[config.mk]
export PLATFORM = sky130hd
export DESIGN_NAME = cfg_stream_rx
export DESIGN_NICKNAME = d
export VERILOG_FILES = /design/src/rtl/cfg_rx_pkg.sv /design/src/rtl/cfg_hdr_parser.sv /design/src/rtl/cfg_clk_counter.sv /design/src/rtl/cfg_chain_out.sv /design/src/rtl/cfg_stream_rx.sv
export SDC_FILE = /design/constraint.sdc
export NUM_CORES = 1
export LEC_CHECK = 0
export ABC_AREA = 1
export BUFFER_PORTS_ARGS = -buffer_cell sky130_fd_sc_hd__clkbuf_2
export CAP_MARGIN = 20
export CELL_PAD_IN_SITES_DETAIL_PLACEMENT = 0
export CELL_PAD_IN_SITES_GLOBAL_PLACEMENT = 1
export CORE_ASPECT_RATIO = 0.5
export CORE_MARGIN = 1.5
export CORE_UTILIZATION = 41
export DETAILED_ROUTE_END_ITERATION = 10
export PLACE_DENSITY = 0.73
export SLEW_MARGIN = 10
export SYNTH_ARGS = -nofsm -noshare
export SYNTH_HDL_FRONTEND = slang
export SYNTH_SLANG_ARGS = --single-unit
[constraint.sdc]
create_clock -name cclk -period 1.6 [get_ports cclk]
set_clock_uncertainty 0.1 [all_clocks]
set_input_delay 0.4 -clock cclk [delete_from_list [all_inputs] [get_ports cclk]]
set_output_delay 0.4 -clock cclk [all_outputs]
set_load 0.01 [all_outputs]
[src/rtl/cfg_rx_pkg.sv]
// Package: shared widths and constants for the serial configuration receiver.
// Assumes the header is a fixed preamble followed directly by the length field.
package cfg_rx_pkg;
    localparam int unsigned PRE_W     = 16;
    localparam logic [PRE_W-1:0] PREAMBLE = 16'hFF20;
    localparam int unsigned LEN_W     = 24;
    localparam int unsigned HDR_W     = PRE_W + LEN_W;
    localparam int unsigned HDR_IDX_W = $clog2(HDR_W + 1);

    // Header parser phase.
    typedef enum logic [1:0] {
        PH_PREAMBLE = 2'd0,
        PH_LENGTH   = 2'd1,
        PH_PAYLOAD  = 2'd2
    } hdr_phase_e;
endpackage

[src/rtl/cfg_hdr_parser.sv]
// Module: cfg_hdr_parser
// Checks the preamble bit by bit and shifts in the length count, MSB first.
// Assumes one stream bit per clock starting with the first edge after reset.
// Outputs: captured length, header-complete flag, sticky preamble error.
module cfg_hdr_parser
    import cfg_rx_pkg::*;
#(
    parameter int unsigned P_PRE_W = PRE_W,
    parameter logic [P_PRE_W-1:0] P_PREAMBLE = PREAMBLE,
    parameter int unsigned P_LEN_W = LEN_W
) (
    input  logic               clk,
    input  logic               rst_n,
    input  logic               bit_in,
    output logic [P_LEN_W-1:0] len_q,
    output logic               hdr_done,
    output logic               pre_err
);
    localparam int unsigned TOT_W = P_PRE_W + P_LEN_W;
    localparam int unsigned CW    = $clog2(TOT_W + 1);
    localparam logic [CW-1:0] PRE_LAST = CW'(P_PRE_W - 1);
    localparam logic [CW-1:0] HDR_LAST = CW'(TOT_W - 1);

    hdr_phase_e           phase_q;
    logic [CW-1:0]        idx_q;
    logic [P_PRE_W-1:0]   expect_sr;
    logic                 err_q;

    // Advance the header phase and bit index for every received bit.
    always_ff @(posedge clk) begin
        if (!rst_n) begin
            phase_q <= PH_PREAMBLE;
            idx_q   <= '0;
        end else begin
            unique case (phase_q)
                PH_PREAMBLE: begin
                    idx_q <= idx_q + 1'b1;
                    if (idx_q == PRE_LAST) phase_q <= PH_LENGTH;
                end
                PH_LENGTH: begin
                    idx_q <= idx_q + 1'b1;
                    if (idx_q == HDR_LAST) phase_q <= PH_PAYLOAD;
                end
                default: begin
                    phase_q <= PH_PAYLOAD;
                end
            endcase
        end
    end

    // Shift the expected preamble so its MSB is the bit due this clock.
    always_ff @(posedge clk) begin
        if (!rst_n) begin
            expect_sr <= P_PREAMBLE;
        end else if (phase_q == PH_PREAMBLE) begin
            expect_sr <= {expect_sr[P_PRE_W-2:0], 1'b0};
        end
    end

    // Record a sticky error on the first preamble mismatch.
    always_ff @(posedge clk) begin
        if (!rst_n) begin
            err_q <= 1'b0;
        end else if (phase_q == PH_PREAMBLE && bit_in != expect_sr[P_PRE_W-1]) begin
            err_q <= 1'b1;
        end
    end

    // Shift the length field in, MSB first, during the length phase only.
    always_ff @(posedge clk) begin
        if (!rst_n) begin
            len_q <= '0;
        end else if (phase_q == PH_LENGTH) begin
            len_q <= {len_q[P_LEN_W-2:0], bit_in};
        end
    end

    assign hdr_done = (phase_q == PH_PAYLOAD);
    assign pre_err  = err_q;


    err_sticky_chk: assert property (@(posedge clk) disable iff (!rst_n)
        pre_err |=> pre_err);

    len_frozen_chk: assert property (@(posedge clk) disable iff (!rst_n)
        hdr_done |=> (hdr_done && $stable(len_q)));

    preamble_only_chk: assert property (@(posedge clk) disable iff (!rst_n)
        (!pre_err && hdr_done) |=> !pre_err);
endmodule

[src/rtl/cfg_clk_counter.sv]
// Module: cfg_clk_counter
// Counts configuration clocks since reset, header included, saturating at
// all-ones so an oversized length never wraps. Declares completion when the
// header is valid and the count has reached the captured length.
module cfg_clk_counter #(
    parameter int unsigned P_LEN_W = 24
) (
    input  logic               clk,
    input  logic               rst_n,
    input  logic [P_LEN_W-1:0] len_cnt,
    input  logic               hdr_ok,
    output logic [P_LEN_W-1:0] clk_cnt,
    output logic               done
);
    localparam logic [P_LEN_W-1:0] CNT_MAX = {P_LEN_W{1'b1}};

    logic [P_LEN_W-1:0] cnt_q;
    logic               reached;

    // Count every clock after reset, holding at the maximum value.
    always_ff @(posedge clk) begin
        if (!rst_n) begin
            cnt_q <= '0;
        end else if (cnt_q != CNT_MAX) begin
            cnt_q <= cnt_q + 1'b1;
        end
    end

    // Compare the running count against the captured length.
    always_comb begin
        reached = (cnt_q >= len_cnt);
    end

    assign clk_cnt = cnt_q;
    assign done    = hdr_ok & reached;


    cnt_step_chk: assert property (@(posedge clk) disable iff (!rst_n)
        (cnt_q != CNT_MAX) |=> (cnt_q == P_LEN_W'($past(cnt_q) + 1'b1)));

    cnt_hold_chk: assert property (@(posedge clk) disable iff (!rst_n)
        (cnt_q == CNT_MAX) |=> (cnt_q == CNT_MAX));
endmodule

[src/rtl/cfg_chain_out.sv]
// Module: cfg_chain_out
// Repeats the incoming stream on the daisy-chain output after DLY clocks.
// Assumes DLY >= 1; the stages are cleared by reset.
module cfg_chain_out #(
    parameter int unsigned DLY = 1
) (
    input  logic clk,
    input  logic rst_n,
    input  logic bit_in,
    output logic bit_out
);
    logic [DLY-1:0] stage_q;

    genvar g;
    generate
        for (g = 0; g < DLY; g++) begin : g_stage
            if (g == 0) begin : g_first
                // Capture the live input bit.
                always_ff @(posedge clk) begin
                    if (!rst_n) stage_q[0] <= 1'b0;
                    else        stage_q[0] <= bit_in;
                end
            end else begin : g_next
                // Pass the bit along one more clock.
                always_ff @(posedge clk) begin
                    if (!rst_n) stage_q[g] <= 1'b0;
                    else        stage_q[g] <= stage_q[g-1];
                end
            end
        end
    endgenerate

    assign bit_out = stage_q[DLY-1];


    chain_delay_chk: assert property (@(posedge clk) disable iff (!rst_n)
        (DLY == 1) |=> (bit_out == $past(bit_in)));
endmodule

[src/rtl/cfg_stream_rx.sv]
// Module: cfg_stream_rx (top)
// Serial configuration bitstream receiver: preamble check, length capture,
// clock counting to completion and daisy-chain repeat of every bit.
// Assumes one bit per rising edge of cclk, starting with the first edge
// after rst_n is released.
module cfg_stream_rx
    import cfg_rx_pkg::*;
#(
    parameter int unsigned CHAIN_DLY = 1
) (
    input  logic cclk,
    input  logic rst_n,
    input  logic din,
    output logic chain_out,
    output logic cfg_done,
    output logic load_ok,
    output logic hdr_err
);
    logic [LEN_W-1:0] len_w;
    logic [LEN_W-1:0] cnt_w;
    logic             hdr_done_w;
    logic             pre_err_w;
    logic             hdr_ok_w;
    logic             done_w;

    cfg_hdr_parser #(
        .P_PRE_W    (PRE_W),
        .P_PREAMBLE (PREAMBLE),
        .P_LEN_W    (LEN_W)
    ) u_parser (
        .clk      (cclk),
        .rst_n    (rst_n),
        .bit_in   (din),
        .len_q    (len_w),
        .hdr_done (hdr_done_w),
        .pre_err  (pre_err_w)
    );

    // Header counts as valid only once complete and free of errors.
    always_comb begin
        hdr_ok_w = hdr_done_w & ~pre_err_w;
    end

    cfg_clk_counter #(
        .P_LEN_W (LEN_W)
    ) u_counter (
        .clk     (cclk),
        .rst_n   (rst_n),
        .len_cnt (len_w),
        .hdr_ok  (hdr_ok_w),
        .clk_cnt (cnt_w),
        .done    (done_w)
    );

    cfg_chain_out #(
        .DLY (CHAIN_DLY)
    ) u_chain (
        .clk     (cclk),
        .rst_n   (rst_n),
        .bit_in  (din),
        .bit_out (chain_out)
    );

    assign cfg_done = done_w;
    assign hdr_err  = pre_err_w;
    assign load_ok  = ~pre_err_w;


    done_sticky_chk: assert property (@(posedge cclk) disable iff (!rst_n)
        cfg_done |=> cfg_done);

    done_no_err_chk: assert property (@(posedge cclk) disable iff (!rst_n)
        cfg_done |-> !hdr_err);

    done_after_hdr_chk: assert property (@(posedge cclk) disable iff (!rst_n)
        cfg_done |-> (cnt_w >= LEN_W'(HDR_W)));

    done_count_chk: assert property (@(posedge cclk) disable iff (!rst_n)
        cfg_done |-> (cnt_w >= len_w));
endmodule

-- After elaboration in Yosys (flattened, before gate mapping)
Cells that the tools add are included.
- register bits: 69
- output and inout port bits: 4
- logic and storage cells: 28
- $add $sub $neg: 2
- magnitude comparators: 1
- equality and inequality tests: 8
- multiplexer cells: 3
- bitwise logic cells: 3
- reduce and logical (&&, ||, !) cells: 4
- operators with widths (cell ; count):
    $add 24x1->24 const B ; 1
    $ge 24x24->1 ; 1
    $ne 24x24->1 const B ; 1
    $add 6x1->6 const B ; 1
    $eq 6x4->1 const B ; 1
    $eq 6x6->1 const B ; 1
    $mux 2 ; 2
    $ne 2x1->1 const B ; 2
    $pmux 2 s2 ; 1
    $and 1x1->1 ; 2
    $eq 2x1->1 const B ; 1
    $eq 2x2->1 const B ; 1
    $logic_not 2->1 ; 1
    $reduce_and 2->1 ; 1
    $reduce_or 2->1 ; 1
    $logic_and 1x1->1 ; 1
    $ne 1x1->1 ; 1
    $not 1->1 ; 1

-- Longest topological paths before layout
Gate-level depths: netlist (run 1).
- depth in word-level cells: 3
- mapped depth: 12
- mapped depth without buffers: 12

-- Hierarchy
A second synthesis (run 1) with hierarchy kept.
- cell total of the unflattened synthesis: 549
- area total of the unflattened synthesis: 3773.6 sq um
- by module, submodules not included (module ; instances ; cells each ; area each (sq um) ; sequential area each (sq um)):
    cfg_clk_counter ; 1 ; 333 ; 2129.5 ; 480.5
    cfg_hdr_parser ; 1 ; 210 ; 1602.8 ; 880.8
    cfg_chain_out ; 1 ; 3 ; 27.5 ; 20.0
    cfg_stream_rx ; 1 ; 3 ; 13.8 ; 0.0

-- Worst setup path after synthesis (run 1)
Ideal clock, no wire load.
- path type: reg2out
- from: register u_parser.len_q[23]
- to: output port cfg_done
- data arrival time: 1272 ps
- data required time: 1100 ps
- path slack: -172 ps
- stages on the path, launching flop included: 11
- cell sequence: dfxtp_1 inv_1 ha_1 nand2_1 nor2_1 nand2_1 nor2_1 nand3_1 nor2_1 nor2_1 nor2_1
- cells in the longest elaborated chain, start to end: 2
- ends and longest elaborated chain (element ; line ; RTL):
    start, declared ; cfg_hdr_parser.sv:15 ; output logic [P_LEN_W-1:0] len_q,
    start signal, assigned ; cfg_hdr_parser.sv:74 ; len_q <= {len_q[P_LEN_W-2:0], bit_in};
    $ge 24x24->1 ; cfg_clk_counter.sv:31 ; reached = (cnt_q >= len_cnt);
    $and 1x1->1 ; cfg_clk_counter.sv:35 ; assign done = hdr_ok & reached;
    end, declared ; cfg_stream_rx.sv:15 ; output logic cfg_done,
Every way passes these cells.

-- Worst setup path after layout (run 1)
- from: register u_parser.len_q[21]
- to: output port cfg_done
The elaborated chain is that of the path after synthesis.

==> results.json, run 1 <==
{
  "status": "finished, violations left",
  "violations": "negative setup slack",
  "multi_input_area_sq_mm": 0.00224,
  "crit_path_cell_trace": "inv_2, ha_4, nand2_4, nor2_4, nand2_2, nor2_2, nand3_1, nor2_2, nor2_4, nor2_2, buf_2",
  "drtIter0Drc": 141,
  "cts-root-buf": "clkbuf_16",
  "area.growth.synth_to_final_pct": 37.8,
  "worstPathMaxFanout": 2,
  "fp.dieW_um": 136,
  "grt_max_degree": 48,
  "wire_per_inst_um": 11.8,
  "drv_slew": 0,
  "synth-seq-cells": 69,
  "fin_crit_sh": 1.44,
  "h-tree-depth": 3,
  "synth_edf_count": 0,
  "slowest_stage": "dfxtp_2",
  "syn_avg_cell_area_sq_um": 7.11,
  "port_buffers": 6,
  "cp.required_ps": 1100,
  "core_sq_mm": 0.00826,
  "drive_above_1_share": 0.344,
  "cts.reportedPaths.clkPinSlew_ps": 60,
  "clockBufferDepth": 2,
  "p_seq_frac": 0.403,
  "irDropWorstVdd_mv": 0.509,
  "syn-num-nets": 536,
  "finalWeightedCongestion": 0.797,
  "end_kind": "output port",
  "synth_top_area_share": 0.383,
  "hold_buffers": 0,
  "synth_cell_types": 32,
  "synth_fa_ha_area_frac": 0.0902,
  "critPathKind": "reg -> out",
  "cp_common_cell": "nor2_2",
  "yosys.area_share.simple": 0.281,
  "clock-sinks": 69,
  "fin_hold_ws_ps": 226,
  "start_kind": "flop",
  "cts_tree": "built",
  "async_flop_share": 0,
  "powerDensity_mw_per_mm2": 953,
  "synth-compound-area-share": 0.129,
  "ant_nets": 0,
  "comb_power_share": 0.162,
  "clock_latency_ps": 340,
  "place.detailed.hpwl_um": 5890,
  "grt_pass1_vias": 2867,
  "ios": 7,
  "grt_pass1_wl_um": 13400,
  "seqCellArea_sq_mm": 0.00142,
  "drc": 0,
  "drt-total-wl_um": 8170,
  "synth_top_family_by_area": "simple AND/OR/NAND/NOR gates",
  "synth.area.mux_share": 0,
  "setup_viol": 1,
  "synthTopCellsByArea": "dfxtp_1, nand2_1, ha_1",
  "yosys.area.top_type": "dfxtp_1",
  "via_per_inst": 4.64,
  "finalNetCount": 606,
  "numCtsBuffers": 9,
  "intPower_mw": 3.44,
  "max-cap-violations": 0,
  "std_cell_rows": 23,
  "switchingPower_mw": 1.30,
  "swShare": 0.274,
  "synth_xor_area_frac": 0.0243,
  "cp_num_buf_inv": 2,
  "setup_ws_ps": -701,
  "slowest_delay_ps": 330,
  "grtUsageTotal": 0.180,
  "timing.fmax_mhz": 435,
  "ys_warn_count": 0,
  "synthFlopType": "dfxtp_1",
  "drt-pass1-iter-count": 4,
  "rsz0062_at_grt": "yes",
  "gr-total-overflow": 0,
  "antenna_found_initial": 0,
  "tightest_slew_ps": 443,
  "place_ws_ps": -493,
  "antenna_cells": 0,
  "syn_inst": 507,
  "die_h_um": 69.3,
  "initial_core_util": 0.436,
  "cp.arrival_ps": 1800,
  "hold_path_class": "in -> reg",
  "p_leak_nw": 2.21,
  "period_needed_ps": 2300,
  "p_clk_frac": 0.436,
  "final.fill_count": 776,
  "synth_seq_area_share": 0.383,
  "via_count": 3221,
  "synth_area_sq_mm": 0.00360,
  "relSlewSlack": 0.704,
  "hold_viol_final": 0,
  "die_area_sq_mm": 0.00940,
  "critPathTopFamily": "simple AND/OR/NAND/NOR gates"
}
==> timing repair <==
action / in CTS / in global routing
setup endpoints to repair: 19 / 34
resized for setup: 31 / 77
pin swaps: 14 / 25
setup buffers: 1 / 1
==> per-layer routing <==
metal / part of all wire / up-vias / track usage
met3: 0.031 / 8 / 0.0504
met2: 0.43 / 27 / 0.267
li1: - / 1773 / -
met4: 0.0081 / 0 / 0.0502
met5: 0 / - / 0
met1: 0.54 / 1413 / 0.254
==> cell type report <==
| class | count | area share |
|---|---|---|
| clock buffers | 10 | 0.0481 |
| clock inverters | 6 | 0.0141 |
| inverters | 69 | 0.0532 |
| multi-input cells | 355 | 0.451 |
| flip-flops and latches | 69 | 0.285 |
| well taps | 112 | 0.0282 |
| repair buffers | 73 | 0.120 |
==> synthesized netlist by cell type, drive strengths merged, types with 2 or more instances <==
master,n
nand2,125
dfxtp,69
inv,67
nor2,63
a21oi,42
o21ai,40
nand3,28
ha,26
clkbuf,10
nand3b,6
xnor2,6
nand4,5
buf,4
xor2,4
nor3,3
clkinv,2
o21a,2
==> state kept, by name (all words and copies together), names as in the netlist <==
register / flops
u_parser.expect_sr: 11
u_parser.phase_q: 2
u_parser.idx_q: 6
u_chain.bit_out: 1
u_parser.pre_err: 1
u_counter.clk_cnt: 24
u_parser.len_q: 24
==> worst paths after layout <==
path / start / to / slack, ps / cells after the start
worst max-delay path: u_parser.len_q[21]$_SDFFE_PN0P_ / cfg_done / -700 / 11
worst min register to register: u_parser.expect_sr[5]$_SDFFE_PN1P_ / u_parser.expect_sr[6]$_SDFFE_PN0P_ / 350 / 2
worst max register to register: u_counter.clk_cnt[5]$_SDFFE_PN0P_ / u_counter.clk_cnt[20]$_SDFFE_PN0P_ / 20 / 11
worst min-delay path: din / u_chain.bit_out$_SDFF_PN0_ / 230 / 3
==> cells in the final DEF, fill, tap and decap left out, drive strengths merged, types with 2 or more instances in the layout <==
master,instances
nand2,125
inv,69
dfxtp,69
buf,68
nor2,63
a21oi,42
o21ai,40
nand3,28
ha,26
clkbuf,15
nand3b,6
xnor2,6
nand4,5
xor2,4
nor3,3
clkinvlp,3
clkinv,2
o21a,2
==> worst reg2reg max path: stages, from the launching register on <==
cell     delay (ps)
dfxtp_2         360
buf_4           140
nand2_1         110
nor2_4          140
buf_4           120
nand2_1          80
nor2_2          150
nand2_1          70
nand2_1          80
nand3_2          60
nand2_1          60
inv_1            30
==> cell families (layout without fill, tap and decap cells) <==
logic type / count (synthesis) / after routing
AO/OA/AOI/OAI: 88 / 88
buffers and inverters: 83 / 158
flip-flops: 69 / 69
XOR/XNOR: 10 / 10
adder cells (fa/ha/maj): 26 / 26
AND/OR/NAND/NOR: 231 / 231
==> power by group through the flow <==
stage                     registers [mW]  clock network, mW  logic, mW
final                               1.91               2.06      0.765
after global routing                1.92               2.18      0.860
after CTS                           1.90               2.11      0.674
after detailed placement            1.93                  0      0.612
after global placement              1.93                  0      0.609
after floorplan                     1.93                  0      0.400
==> stage by stage <==
stage,power [mW],setup TNS (ps),area [sq um],utilization,instances
after floorplan,2.33,-154,3610,-,507
after global placement,2.54,-945,4250,0.515,676
after detailed placement,2.55,-925,4250,0.515,676
after CTS,4.68,-748,4680,0.567,693
after global routing,4.96,-1200,4970,0.601,694
final,4.73,-701,4970,0.601,694
Power figures use the tool's default switching activity.
==> run 2, diff against run 1 <==
Settings changed: CORE_UTILIZATION 41 to 43, CTS_BUF_LIST set to sky130_fd_sc_hd__clkbuf_4, GPL_TIMING_DRIVEN set to 0, PLACE_DENSITY 0.73 to 0.76.
==> run 2 against run 1 <==
  * The run still ends with negative setup slack left
  * Sequential share of layout area rose by 4.1 points
  * Total power decreased by 22%
  * Clock power down 44%
  * Count of clock-buffer cells in the layout stayed put
  * Critical path depth increased by 2
  * Cell area shrank 11%
  * First-iteration DRC count increased by 23%
  * Largest cell class unchanged
==> results.json, run 2 (synthesis gave the netlist of run 1 again) <==
{
  "drc": 0,
  "status": "finished, violations left",
  "die_area_sq_mm": 0.00897,
  "rsz0062_at_grt": "yes",
  "tightest_slew_ps": 695,
  "ios": 7,
  "finalWeightedCongestion": 0.844,
  "worstPathMaxFanout": 2,
  "drt-pass1-iter-count": 4,
  "fin_hold_ws_ps": 125,
  "cts.reportedPaths.clkPinSlew_ps": 120,
  "critPathKind": "reg -> out",
  "initial_core_util": 0.447,
  "antenna_cells": 0,
  "drv_slew": 0,
  "setup_tns_ps": -838,
  "multi_input_area_sq_mm": 0.00217,
  "drt-total-wl_um": 8920,
  "h-tree-depth": 3,
  "setup_ws_ps": -790,
  "max-cap-violations": 0,
  "clockBufferDepth": 2,
  "cts-root-buf": "clkbuf_4",
  "total_power_mw": 3.68,
  "fp.dieW_um": 132,
  "fin_crit_sh": 1.49,
  "period_needed_ps": 2390,
  "drive_above_1_share": 0.283,
  "clock-sinks": 69,
  "core_sq_mm": 0.00806,
  "violations": "negative setup slack",
  "wl_met2_um": 3590,
  "grt_max_degree": 13,
  "seqCellArea_sq_mm": 0.00144,
  "irDropWorstVdd_mv": 0.340,
  "port_buffers": 6,
  "routed.top_layer": "met4",
  "place.detailed.hpwl_um": 6240,
  "numCtsBuffers": 9,
  "die_h_um": 67.7,
  "drtIter0Drc": 173,
  "end_kind": "output port",
  "mostFrequentLayoutCells": "nand2_1, inv_1, nor2_1",
  "dp.cells": 625,
  "grtUsageTotal": 0.215,
  "cp.arrival_ps": 1890,
  "layout_commonest_cell": "nand2_1",
  "final.fill_count": 797,
  "finalNetCount": 569,
  "powerDensity_mw_per_mm2": 833,
  "area.growth.synth_to_final_pct": 22.6,
  "place_ws_ps": -496,
  "timing.fmax_mhz": 418,
  "p_leak_nw": 1.94,
  "grt_pass1_wl_um": 14500,
  "met3_wirelength_um": 417,
  "setup_viol": 3,
  "std_cell_rows": 23,
  "hold_viol_final": 0,
  "via_per_inst": 4.86,
  "antenna_found_initial": 0,
  "hold_path_class": "in -> reg",
  "wire_per_inst_um": 13.6,
  "cp.required_ps": 1100,
  "clock_latency_ps": 440,
  "relSlewSlack": 0.537,
  "final_cell_count_no_fill": 657,
  "ant_nets": 0,
  "cts_tree": "built",
  "via_count": 3196,
  "start_kind": "flop",
  "gr-total-overflow": 0,
  "wl_met1_um": 4820,
  "grt_pass1_vias": 2914
}
run 2: final timing paths:
check | start | to | slack [ps] | cells after the start
max | u_parser.len_q[11]$_SDFFE_PN0P_ | cfg_done | -790 | 13
min | din | u_chain.bit_out$_SDFF_PN0_ | 120 | 3
max reg2reg | u_counter.clk_cnt[0]$_SDFFE_PN0P_ | u_counter.clk_cnt[1]$_SDFFE_PN0P_ | -30 | 10
min reg2reg | u_parser.expect_sr[5]$_SDFFE_PN1P_ | u_parser.expect_sr[6]$_SDFFE_PN0P_ | 370 | 2
run 2: what timing repair did:
action / in CTS / in global routing
endpoints found under the hold margin: 0 / 0
hold buffers: 0 / 0
pin swaps: 18 / 31
gates resized for setup: 63 / 54
endpoints found under the setup margin: 25 / 56
setup buffers: 11 / 6
cloned: 1 / 0
run 2: per-stage QoR:
step	area [sq um]	utilization
after detailed placement	3780	0.469
after global routing	4420	0.548
after floorplan	3610	-
after CTS	4220	0.523
final	4420	0.548
after global placement	3780	0.469
run 2: power breakdown:
group | total [mW] | switching, mW | internal [mW]
Sequential | 1.91 | 0.0762 | 1.84
Combinational | 0.615 | 0.375 | 0.240
Clock | 1.15 | 0.664 | 0.490
run 2: metal layers:
layer | track usage | vias up
li1 | - | 1693
met1 | 0.294 | 1449
met2 | 0.337 | 44
met3 | 0.0586 | 10
met4 | 0.0577 | 0
met5 | 0 | -
run 2: final cells by class:
class	instances	area share
clock inverter	6	0.0144
buffer	14	0.0181
clock buffer	10	0.0170
timing repair buffer	22	0.0411
inverter	69	0.0609
multi-input combinational	355	0.490
sequential	69	0.326
tap	112	0.0317
run 2: critical path: stages, from the launching register on:
cell and delay [ps]:
dfxtp_1 350, inv_1 60, ha_1 300, nand2_1 80
inv_1 40, nand2_1 60, nand2_1 50, nand2_1 50
nand2_1 40, nand2_1 50, nand2_1 60, nor2_2 150
nor2_2 40, buf_2 130
